File: src/rtl/regframe_pkg.sv
package regframe_pkg;

    typedef enum logic [2:0] {
        OP_NONE = 3'd0,
        OP_SP2X = 3'd1,
        OP_X2SP = 3'd2,
        OP_A2CC = 3'd3,
        OP_CC2A = 3'd4,
        OP_SWI  = 3'd5,
        OP_RTI  = 3'd6
    } op_e;

    typedef enum logic [1:0] {
        ST_IDLE,
        ST_PUSH,
        ST_VEC,
        ST_PULL
    } seq_e;

    // Slot numbering is the push order; the pull order is its reverse.
    typedef enum logic [2:0] {
        SLOT_PCL = 3'd0,
        SLOT_PCH = 3'd1,
        SLOT_XL  = 3'd2,
        SLOT_XH  = 3'd3,
        SLOT_A   = 3'd4,
        SLOT_B   = 3'd5,
        SLOT_CC  = 3'd6
    } slot_e;

    localparam int FRAME_BYTES = 7;

    typedef struct packed {
        logic [7:0]  a;
        logic [7:0]  b;
        logic [15:0] x;
        logic [15:0] sp;
        logic [15:0] pc;
        logic [7:0]  cc;
    } regs_t;

endpackage

File: src/rtl/rf_xfer.sv
module rf_xfer
    import regframe_pkg::*;
#(
    parameter logic [7:0] CC_FIXED = 8'hC0
) (
    input  regs_t      cur,
    input  logic [2:0] op,
    output regs_t      nxt,
    output logic       hit
);

    always_comb begin
        nxt = cur;
        hit = 1'b1;
        case (op_e'(op))
            OP_SP2X: nxt.x  = cur.sp + 16'd1;
            OP_X2SP: nxt.sp = cur.x - 16'd1;
            OP_A2CC: nxt.cc = cur.a | CC_FIXED;
            OP_CC2A: nxt.a  = cur.cc;
            default: hit    = 1'b0;
        endcase
    end

endmodule

File: src/rtl/rf_slot_mux.sv
module rf_slot_mux
    import regframe_pkg::*;
(
    input  regs_t      cur,
    input  logic [2:0] slot,
    output logic [7:0] byte_o
);

    logic [7:0] frame [FRAME_BYTES];

    always_comb begin
        frame[SLOT_PCL] = cur.pc[7:0];
        frame[SLOT_PCH] = cur.pc[15:8];
        frame[SLOT_XL]  = cur.x[7:0];
        frame[SLOT_XH]  = cur.x[15:8];
        frame[SLOT_A]   = cur.a;
        frame[SLOT_B]   = cur.b;
        frame[SLOT_CC]  = cur.cc;
        byte_o = (int'(slot) < FRAME_BYTES) ? frame[slot] : 8'h00;
    end

endmodule

File: src/rtl/rf_slot_load.sv
module rf_slot_load
    import regframe_pkg::*;
#(
    parameter logic [7:0] CC_FIXED = 8'hC0
) (
    input  regs_t      cur,
    input  logic [2:0] slot,
    input  logic [7:0] byte_i,
    output regs_t      nxt
);

    always_comb begin
        nxt = cur;
        case (slot_e'(slot))
            SLOT_PCL: nxt.pc[7:0]  = byte_i;
            SLOT_PCH: nxt.pc[15:8] = byte_i;
            SLOT_XL:  nxt.x[7:0]   = byte_i;
            SLOT_XH:  nxt.x[15:8]  = byte_i;
            SLOT_A:   nxt.a        = byte_i;
            SLOT_B:   nxt.b        = byte_i;
            SLOT_CC:  nxt.cc       = byte_i | CC_FIXED;
            default:  nxt          = cur;
        endcase
    end

endmodule

File: src/rtl/regframe_unit.sv
module regframe_unit
    import regframe_pkg::*;
#(
    parameter logic [15:0] VEC_ADDR  = 16'hFFFA,
    parameter logic [7:0]  CC_FIXED  = 8'hC0,
    parameter logic [7:0]  CC_RESET  = 8'hD0,
    parameter int          IMASK_BIT = 4
) (
    input  logic        clk,
    input  logic        rst,
    input  logic        op_valid,
    input  logic [2:0]  op_sel,
    output logic [15:0] mem_addr,
    input  logic [7:0]  mem_rdata,
    output logic [7:0]  mem_wdata,
    output logic        mem_rd,
    output logic        mem_wr,
    output logic        busy,
    output logic        done,
    output logic [7:0]  obs_a,
    output logic [7:0]  obs_b,
    output logic [15:0] obs_x,
    output logic [15:0] obs_sp,
    output logic [15:0] obs_pc,
    output logic [7:0]  obs_ccr
);

    localparam int              STEP_W    = $clog2(FRAME_BYTES);
    localparam logic [STEP_W-1:0] LAST_STEP = STEP_W'(FRAME_BYTES - 1);

    typedef struct packed {
        regs_t             r;
        seq_e              st;
        logic [STEP_W-1:0] step;
        logic              done;
    } core_t;

    core_t core_d, core_q;

    regs_t      xfer_nxt;
    logic       xfer_hit;
    logic [7:0] push_byte;
    regs_t      pull_nxt;
    logic [2:0] pull_slot;

    assign pull_slot = 3'(LAST_STEP - core_q.step);

    rf_xfer #(.CC_FIXED(CC_FIXED)) u_xfer (
        .cur (core_q.r),
        .op  (op_sel),
        .nxt (xfer_nxt),
        .hit (xfer_hit)
    );

    rf_slot_mux u_push (
        .cur    (core_q.r),
        .slot   (3'(core_q.step)),
        .byte_o (push_byte)
    );

    rf_slot_load #(.CC_FIXED(CC_FIXED)) u_pull (
        .cur    (core_q.r),
        .slot   (pull_slot),
        .byte_i (mem_rdata),
        .nxt    (pull_nxt)
    );

    always_comb begin
        core_d      = core_q;
        core_d.done = 1'b0;
        mem_rd      = 1'b0;
        mem_wr      = 1'b0;
        mem_addr    = core_q.r.sp;
        mem_wdata   = push_byte;
        case (core_q.st)
            ST_IDLE: begin
                if (op_valid) begin
                    if (xfer_hit) begin
                        core_d.r = xfer_nxt;
                    end else if (op_sel == OP_SWI) begin
                        core_d.st   = ST_PUSH;
                        core_d.step = '0;
                    end else if (op_sel == OP_RTI) begin
                        core_d.st   = ST_PULL;
                        core_d.step = '0;
                    end
                end
            end
            ST_PUSH: begin
                mem_wr         = 1'b1;
                mem_addr       = core_q.r.sp;
                core_d.r.sp    = core_q.r.sp - 16'd1;
                if (core_q.step == LAST_STEP) begin
                    core_d.st              = ST_VEC;
                    core_d.step            = '0;
                    core_d.r.cc[IMASK_BIT] = 1'b1;
                end else begin
                    core_d.step = core_q.step + 1'b1;
                end
            end
            ST_VEC: begin
                mem_rd   = 1'b1;
                mem_addr = VEC_ADDR + 16'(core_q.step);
                if (core_q.step == '0) begin
                    core_d.r.pc[15:8] = mem_rdata;
                    core_d.step       = core_q.step + 1'b1;
                end else begin
                    core_d.r.pc[7:0] = mem_rdata;
                    core_d.st        = ST_IDLE;
                    core_d.step      = '0;
                    core_d.done      = 1'b1;
                end
            end
            ST_PULL: begin
                mem_rd      = 1'b1;
                mem_addr    = core_q.r.sp + 16'd1;
                core_d.r    = pull_nxt;
                core_d.r.sp = core_q.r.sp + 16'd1;
                if (core_q.step == LAST_STEP) begin
                    core_d.st   = ST_IDLE;
                    core_d.step = '0;
                    core_d.done = 1'b1;
                end else begin
                    core_d.step = core_q.step + 1'b1;
                end
            end
            default: core_d.st = ST_IDLE;
        endcase
    end

    always_ff @(posedge clk) begin
        if (rst) begin
            core_q      <= '0;
            core_q.r.cc <= CC_RESET;
            core_q.st   <= ST_IDLE;
        end else begin
            core_q <= core_d;
        end
    end

    assign busy    = (core_q.st != ST_IDLE);
    assign done    = core_q.done;
    assign obs_a   = core_q.r.a;
    assign obs_b   = core_q.r.b;
    assign obs_x   = core_q.r.x;
    assign obs_sp  = core_q.r.sp;
    assign obs_pc  = core_q.r.pc;
    assign obs_ccr = core_q.r.cc;

endmodule

File: config.mk
export PLATFORM = sky130hd
export DESIGN_NAME = regframe_unit
export DESIGN_NICKNAME = d
export VERILOG_FILES = /design/src/rtl/regframe_pkg.sv /design/src/rtl/rf_xfer.sv /design/src/rtl/rf_slot_mux.sv /design/src/rtl/rf_slot_load.sv /design/src/rtl/regframe_unit.sv
export SDC_FILE = /design/constraint.sdc
export NUM_CORES = 1
export LEC_CHECK = 0
export ABC_AREA = 1
export BUFFER_PORTS_ARGS = -buffer_cell sky130_fd_sc_hd__buf_2
export CAP_MARGIN = 40
export CORE_MARGIN = 2
export CORE_UTILIZATION = 58
export CTS_BUF_LIST = sky130_fd_sc_hd__clkbuf_8
export CTS_CLUSTER_DIAMETER = 120
export DETAILED_ROUTE_END_ITERATION = 16
export PLACE_DENSITY = 0.91
export SLEW_MARGIN = 40
export SYNTH_ARGS = -nofsm -noshare
export SYNTH_HDL_FRONTEND = slang
export SYNTH_SLANG_ARGS = --single-unit
export TNS_END_PERCENT = 50
File: constraint.sdc
create_clock -name clk -period 2.44 [get_ports clk]
set_clock_uncertainty 0.15 [all_clocks]
set_input_delay 0.244 -clock clk [delete_from_list [all_inputs] [get_ports clk]]
set_output_delay 0.244 -clock clk [all_outputs]
set_load 0.005 [all_outputs]
==> key figures, run 1 <==
Route
  • Drt first-iter violations: 774
  • Number of nets still failing antenna checks after routing: 0
  • 1st-pass router iterations: 5
  • Routed length per instance: 17.2 um
  • Routed vias: 6,175
  • Vias per std cell: 5.88
  • DR DRC count: 0
  • Total wirelength of the detailed-routed design: 18,000 um

Place
  • Hpwl dp: 13,400 um
  • Setup slack at placement: 0.227 ns
  • Final RePlAce weighted congestion: 0.979
  • Dpl cell area: 0.00593 sq mm
  • Input/output buffers: 111

Outcome
  • Outcome: finished, final reports clean

Synthesis
  • Number of warning messages in the yosys log: 0
  • Post-Synth Adder-Cell Area: 1.93%
  • Flip-flop and latch count after synthesis: 76
  • Area of the mapped netlist: 0.00583 sq mm
  • Most frequently used flop master after synthesis: sky130_fd_sc_hd__dfxtp_1
  • XOR/XNOR Fraction of Synth Area: 1.50%
  • Number of flops mapped to enable cells by yosys: 0
  • Mux cell area share after synthesis: 0%
  • Basic-gate share of the synthesized area counting and, or, nand and nor cells: 29.2%
  • FFs w/ async S/R, synth: 0%
  • Part of the Yosys area used for sequential elements: 26.1%
  • Mean cell area of the mapped netlist: 6.63 sq um
  • Dominant combinational cell family by area after synthesis: simple AND/OR/NAND/NOR gates
  • Cells after synthesis: 880
  • Distinct cell type count after synthesis: 48
  • Compound-cell area share of the yosys netlist: 22.5%

Clock tree
  • Buffers from clock root to sink, at most: 2
  • Insertion delay to the later sink of the worst-skew pair: 0.36 ns
  • H-tree depth reported by CTS: 3
  • Master cell of the clock root buffer: sky130_fd_sc_hd__clkbuf_8
  • Worst-path clk slew: 0.09 ns
  • TritonCTS buffer count: 9
  • Hold Buf Count CTS: 0
  • TritonCTS clock tree: built
  • Clock Sinks: 76

Setup path
  • Worst-path maximum fanout: 5
  • Type of element launching the critical path: flop
  • Required time reported for the critical path endpoint: 2.05 ns
  • Arrival time of the worst setup path: 1.98 ns
  • Crit. End Element: primary output
  • Category of the critical setup timing path: reg2out

Timing
  • Final min period: 2.37 ns
  • Worst hold margin: 0.0267 ns
  • Max Transition Viols Final: 0
  • Number of failing setup endpoints in the final timing report: 0
  • Post-route fraction of the period consumed by the critical path: 97.1%
  • Count of final hold-check violations: 0
  • Final Worst Setup Slack: 0.0701 ns
  • Upper clock frequency limit: 422 MHz

Global routing
  • Overall routing resource usage: 32.2%
  • Initial antenna violation count: 0
  • Global-route wire length before repair: 28,300 um
  • Global route overflow: 0
  • Number of global-route vias before repair: 5,356
  • Maximum number of pins on one net before global-route repair: 39

Flow run
  • Max-cap violations: 0

Power and ir drop
  • Power density cells: 1300 mW/mm^2
  • Worst-case vdd ir drop: 0.763 mV
  • Leakage: 2.95 nW

Cells and area
  • Filler cells: 949
  • Final cell area excluding filler cells: 0.00623 sq mm
  • Number of nets at the end of the flow: 936
  • Share of final-layout standard cells stronger than drive strength 1: 25.7%
  • Syn-to-layout area delta: 6.78%
  • Number of inserted diodes: 0
  • Utilization of the core after routing: 63.7%

Floorplanning
  • Die W: 104 um
  • Starting utilization of the core area: 59.7%
  • Area of the core: 0.00977 sq mm
  • I/O pin total: 114
  • Die footprint: 0.0109 sq mm
  • Die Height: 104 um
  • Core Rows: 36

Hold path
  • Hold Path Class: in2reg
==> where the power goes <==
part           switching, mW  internal, mW  leakage, nW
registers              0.436          1.56        0.623
clock network          0.510         0.572        0.102
logic                   3.21          1.78         2.23
total                   4.16          3.92         2.95
==> worst max-delay path: stages (launching register included) <==
cell,delay (ns)
sky130_fd_sc_hd__dfxtp_4,0.39
sky130_fd_sc_hd__ha_2,0.21
sky130_fd_sc_hd__nand2_2,0.10
sky130_fd_sc_hd__nor2_4,0.16
sky130_fd_sc_hd__nand2_1,0.13
sky130_fd_sc_hd__xnor2_1,0.17
sky130_fd_sc_hd__and2_1,0.16
sky130_fd_sc_hd__nand3b_1,0.17
sky130_fd_sc_hd__buf_2,0.15
==> final cells by class <==
class	instances	area [sq um]	area share, %
multi-input combinational	611	3270	52.6
sequential	76	1540	24.7
timing repair buffer	132	713	11.5
inverter	83	324	5.20
tap	133	166	2.67
clock buffer	9	124	1.99
clock inverter	6	88.8	1.43
==> sequential cells by signal, indices dropped and copies added (netlist names) <==
register and cells:
obs_pc 16, obs_sp 16, obs_x 16, obs_a 8
obs_b 8, obs_ccr 6, core_q 5, done 1
==> metrics by stage <==
step | setup TNS (ns) | cells | total power, mW
global route | -0.00370 | 1050 | 8.64
CTS | -0.00143 | 1048 | 7.91
global placement | 0 | 1032 | 6.77
finish | 0 | 1050 | 8.07
floorplan | 0 | 881 | 5.71
detailed placement | 0 | 1032 | 6.80
==> layout by cell type, fill, tap and decap left out, types with 7 or more instances in the layout <==
cell                       count
sky130_fd_sc_hd__dfxtp_1      68
sky130_fd_sc_hd__buf_2       111
sky130_fd_sc_hd__a31oi_1       9
sky130_fd_sc_hd__nor2_2       12
sky130_fd_sc_hd__o21ai_1      16
sky130_fd_sc_hd__nor2_1      105
sky130_fd_sc_hd__o211ai_1      8
sky130_fd_sc_hd__buf_4        21
sky130_fd_sc_hd__inv_2         8
sky130_fd_sc_hd__nand2_2      19
sky130_fd_sc_hd__o21ai_0     117
sky130_fd_sc_hd__a21oi_1      70
sky130_fd_sc_hd__nand2_1     127
sky130_fd_sc_hd__nand3_1      44
sky130_fd_sc_hd__ha_1          8
sky130_fd_sc_hd__clkbuf_8      9
sky130_fd_sc_hd__inv_1        69
sky130_fd_sc_hd__xor2_1        7
sky130_fd_sc_hd__nor2_4        7
==> layer usage <==
layer  vias to the layer above  GRT usage, %  part of all wire (%)
met3                        56          6.52                    12
met4                         0          12.3                   3.2
li1                       2893             -                     -
met5                         -             0                     0
met1                      2818          44.5                    41
met2                       408          49.1                    45
==> cells by family (layout without fill, tap and decap cells) <==
kind of cell | count (synthesis) | after routing
and+or+nand+nor | 351 | 351
AOI/OAI and AO/OA | 239 | 239
buffers and inverters | 194 | 230
DFF | 76 | 76
xor gates and xnor gates | 10 | 10
adders and majority gates | 9 | 9
other | 1 | 2
==> cells in the mapped netlist (2+ instances only) <==
cell type                  number  area share, %
sky130_fd_sc_hd__nand2_1      129            8.3
sky130_fd_sc_hd__o21ai_0      120             10
sky130_fd_sc_hd__nor2_1       106            6.8
sky130_fd_sc_hd__dfxtp_1       76             26
sky130_fd_sc_hd__buf_4         74            9.5
sky130_fd_sc_hd__a21oi_1       70            6.0
sky130_fd_sc_hd__inv_1         70            4.5
sky130_fd_sc_hd__nand3_1       45            3.9
sky130_fd_sc_hd__nand2_2       17            1.8
sky130_fd_sc_hd__clkbuf_1      16            1.0
sky130_fd_sc_hd__nor2_2        13            1.4
sky130_fd_sc_hd__o21ai_1       13            1.1
sky130_fd_sc_hd__buf_2         12            1.0
sky130_fd_sc_hd__a31oi_1        9           0.97
sky130_fd_sc_hd__ha_1           9            1.9
sky130_fd_sc_hd__o211ai_1       8            1.0
sky130_fd_sc_hd__xor2_1         8            1.2
sky130_fd_sc_hd__inv_2          7           0.45
sky130_fd_sc_hd__buf_6          6            1.2
sky130_fd_sc_hd__nand2_4        6            1.2
sky130_fd_sc_hd__nand3_4        6            1.8
sky130_fd_sc_hd__nand4_1        6           0.64
sky130_fd_sc_hd__nor3_1         6           0.52
sky130_fd_sc_hd__o221ai_1       6           0.90
sky130_fd_sc_hd__a21oi_2        5           0.75
sky130_fd_sc_hd__nor2_4         5           0.97
sky130_fd_sc_hd__nand3_2        4           0.69
sky130_fd_sc_hd__and2_1         3           0.32
sky130_fd_sc_hd__buf_1          2           0.13
sky130_fd_sc_hd__clkinv_2       2           0.17
sky130_fd_sc_hd__inv_4          2           0.21
sky130_fd_sc_hd__nand3b_1       2           0.26
sky130_fd_sc_hd__xnor2_1        2           0.30
==> path summary, 6_finish.rpt <==
kind | startpoint | to | slack [ns] | cells after the start
max | obs_sp[1] | mem_addr[8] | 0.07 | 8
min | mem_rdata[6] | obs_pc[14] | 0.03 | 3
max reg2reg | core_q[4] | obs_sp[10] | 0.19 | 11
min reg2reg | obs_b[2] | obs_b[2] | 0.36 | 2
==> what timing repair did <==
| action | CTS | global route |
|---|---|---|
| pin swaps | 1 | 1 |
| buffers inserted | 1 | 2 |
| endpoints found under the setup margin | 7 | 11 |
| resized for setup | 5 | 20 |
Power figures use the tool's default switching activity.
==> run 2: changes to the inputs <==
RECOVER_POWER = 100   (was not set)
==> run 2 against run 1 <==
  * Sequential share of layout area rose by 0.24 points
  * Clock power about the same
  * Largest power group unchanged
  * Die area did not move
  * Combinational power decreased by 2%
  * Global-route usage stayed put
  * Critical path type unchanged
  * Design area down 0.94%
  * Cell count is the same
  * Sequential power about the same
  * Register-to-register slack got worse by 0.08 ns
  * Largest cell class unchanged
  * Worst hold slack got worse by 0.0024 ns
==> key figures, run 2 (synthesis results as in run 1) <==
Place
  • Setup slack at placement: 0.227 ns
  • Placed insts: 1,032
  • Input/output buffers: 111
  • Final RePlAce weighted congestion: 0.979
  • Hpwl dp: 13,400 um
  • Dpl cell area: 0.00593 sq mm

Setup path
  • Required time reported for the critical path endpoint: 2.05 ns
  • Category of the critical setup timing path: reg2out
  • Largest delay share family, worst path: flip-flops
  • Critical-path cell list: ha_2 -> nand2_2 -> nor2_4 -> buf_4 -> xor2_1 -> o221ai_1 -> buf_2
  • Buffer and inverter count on the worst path: 2
  • Type of element launching the critical path: flop
  • Crit. End Element: primary output
  • Worst-path maximum fanout: 5
  • Library cell contributing the largest single delay on the critical path: sky130_fd_sc_hd__dfxtp_4
  • Slowest cell delay on critical path: 0.39 ns
  • Arrival time of the worst setup path: 1.97 ns

Hold path
  • Hold Path Class: in2reg

Cells and area
  • Filler-free cell count of the finished design: 1,050
  • Commonest non-fill, non-tap cells in the layout: sky130_fd_sc_hd__nand2_1 (129), sky130_fd_sc_hd__o21ai_0 (123), sky130_fd_sc_hd__nor2_1 (105)
  • Syn-to-layout area delta: 5.77%
  • Most common cell after layout, fill and taps aside: sky130_fd_sc_hd__nand2_1
  • Final cell area excluding filler cells: 0.00617 sq mm
  • Number of inserted diodes: 0
  • Share of final-layout standard cells stronger than drive strength 1: 22.6%
  • Number of nets at the end of the flow: 936

Clock tree
  • Insertion delay to the later sink of the worst-skew pair: 0.36 ns
  • Master cell of the clock root buffer: sky130_fd_sc_hd__clkbuf_8
  • TritonCTS buffer count: 9
  • TritonCTS clock tree: built
  • Clock Sinks: 76
  • Buffers from clock root to sink, at most: 2
  • Worst-path clk slew: 0.09 ns
  • H-tree depth reported by CTS: 3

Route
  • Drt first-iter violations: 726
  • Total wirelength of the detailed-routed design: 18,000 um
  • Routed length per instance: 17.2 um
  • DR DRC count: 0
  • 1st-pass router iterations: 6
  • Number of nets still failing antenna checks after routing: 0
  • Vias per std cell: 5.85
  • Routed vias: 6,147

Floorplanning
  • Die W: 104 um
  • I/O pin total: 114
  • Core Rows: 36
  • Die footprint: 0.0109 sq mm
  • Starting utilization of the core area: 59.7%
  • Die Height: 104 um
  • Area of the core: 0.00977 sq mm

Global routing
  • Number of global-route vias before repair: 5,356
  • Initial antenna violation count: 0
  • M3 GR Usage: 6.52%
  • Overall routing resource usage: 32.2%
  • Met1 track demand over resource: 44.5%
  • Met2 Track Usage GR: 49.1%
  • Global-route wire length before repair: 28,300 um
  • Grt peak-use layer: met2
  • Maximum number of pins on one net before global-route repair: 39
  • Global route overflow: 0

Flow run
  • Max-cap violations: 0

Power and ir drop
  • Worst-case vdd ir drop: 0.751 mV
  • Power density cells: 1290 mW/mm^2
  • Leakage: 2.84 nW

Timing
  • Count of final hold-check violations: 0
  • Number of failing setup endpoints in the final timing report: 0
  • Post-Route Setup TNS: 0 ns
  • Post-route fraction of the period consumed by the critical path: 96.9%
  • Max Transition Viols Final: 0
  • Upper clock frequency limit: 423 MHz
  • Worst hold margin: 0.0243 ns
  • Final Worst Setup Slack: 0.0746 ns
  • Final min period: 2.37 ns

Outcome
  • Outcome: finished, final reports clean
[run 2: worst reg2reg max path, cell delays in order, from the launching register on]
cell	delay, ns
sky130_fd_sc_hd__dfxtp_1	0.54
sky130_fd_sc_hd__clkbuf_2	0.47
sky130_fd_sc_hd__nand3_2	0.14
sky130_fd_sc_hd__nand2_2	0.11
sky130_fd_sc_hd__inv_1	0.06
sky130_fd_sc_hd__ha_1	0.29
sky130_fd_sc_hd__o21ai_0	0.24
sky130_fd_sc_hd__o21ai_0	0.14
sky130_fd_sc_hd__a21oi_1	0.13
[run 2: final cells by class]
class / instances / area, sq um
multi-input cells: 611 / 3260
clock inverters: 6 / 88.8
repair buffers: 132 / 671
well taps: 133 / 166
inverters: 83 / 322
flip-flops and latches: 76 / 1540
clock buffers: 9 / 124
fillers: 959 / 3610
[run 2: final timing paths]
check               startpoint     endpoint  slack (ns)  cells after the start
hold / removal    mem_rdata[6]   obs_pc[14]        0.02                      3
hold reg to reg      obs_pc[2]    obs_pc[2]        0.36                      2
setup / recovery     obs_sp[1]  mem_addr[4]        0.07                      7
setup reg to reg     core_q[4]    obs_sp[1]        0.11                      8
[run 2: power by group]
part	leakage, nW	switching (mW)	internal (mW)	total [mW]
clock network	0.102	0.508	0.572	1.08
registers	0.623	0.427	1.56	1.99
logic	2.12	3.18	1.72	4.90
total	2.84	4.12	3.85	7.97
[run 2: repair_timing]
action	in CTS	in global routing
resized for setup	5	20
setup endpoints to repair	7	11
hold buffers	0	0
pin swaps	1	1
setup buffers	1	2
endpoints found under the hold margin	0	0
[run 2: routing by layer]
layer | part of all wire [%] | vias to the layer above
li1 | - | 2887
met1 | 41 | 2819
met2 | 45 | 394
met3 | 11 | 47
met4 | 3.0 | 0
met5 | 0 | -
[run 2: through the flow]
stage / utilization [%] / total power [mW]
2_1_floorplan: - / 5.71
3_3_place_gp: 60.6 / 6.77
3_5_place_dp: 60.6 / 6.80
4_1_cts: 63.0 / 7.91
5_1_grt: 63.1 / 8.56
6_report: 63.1 / 7.97
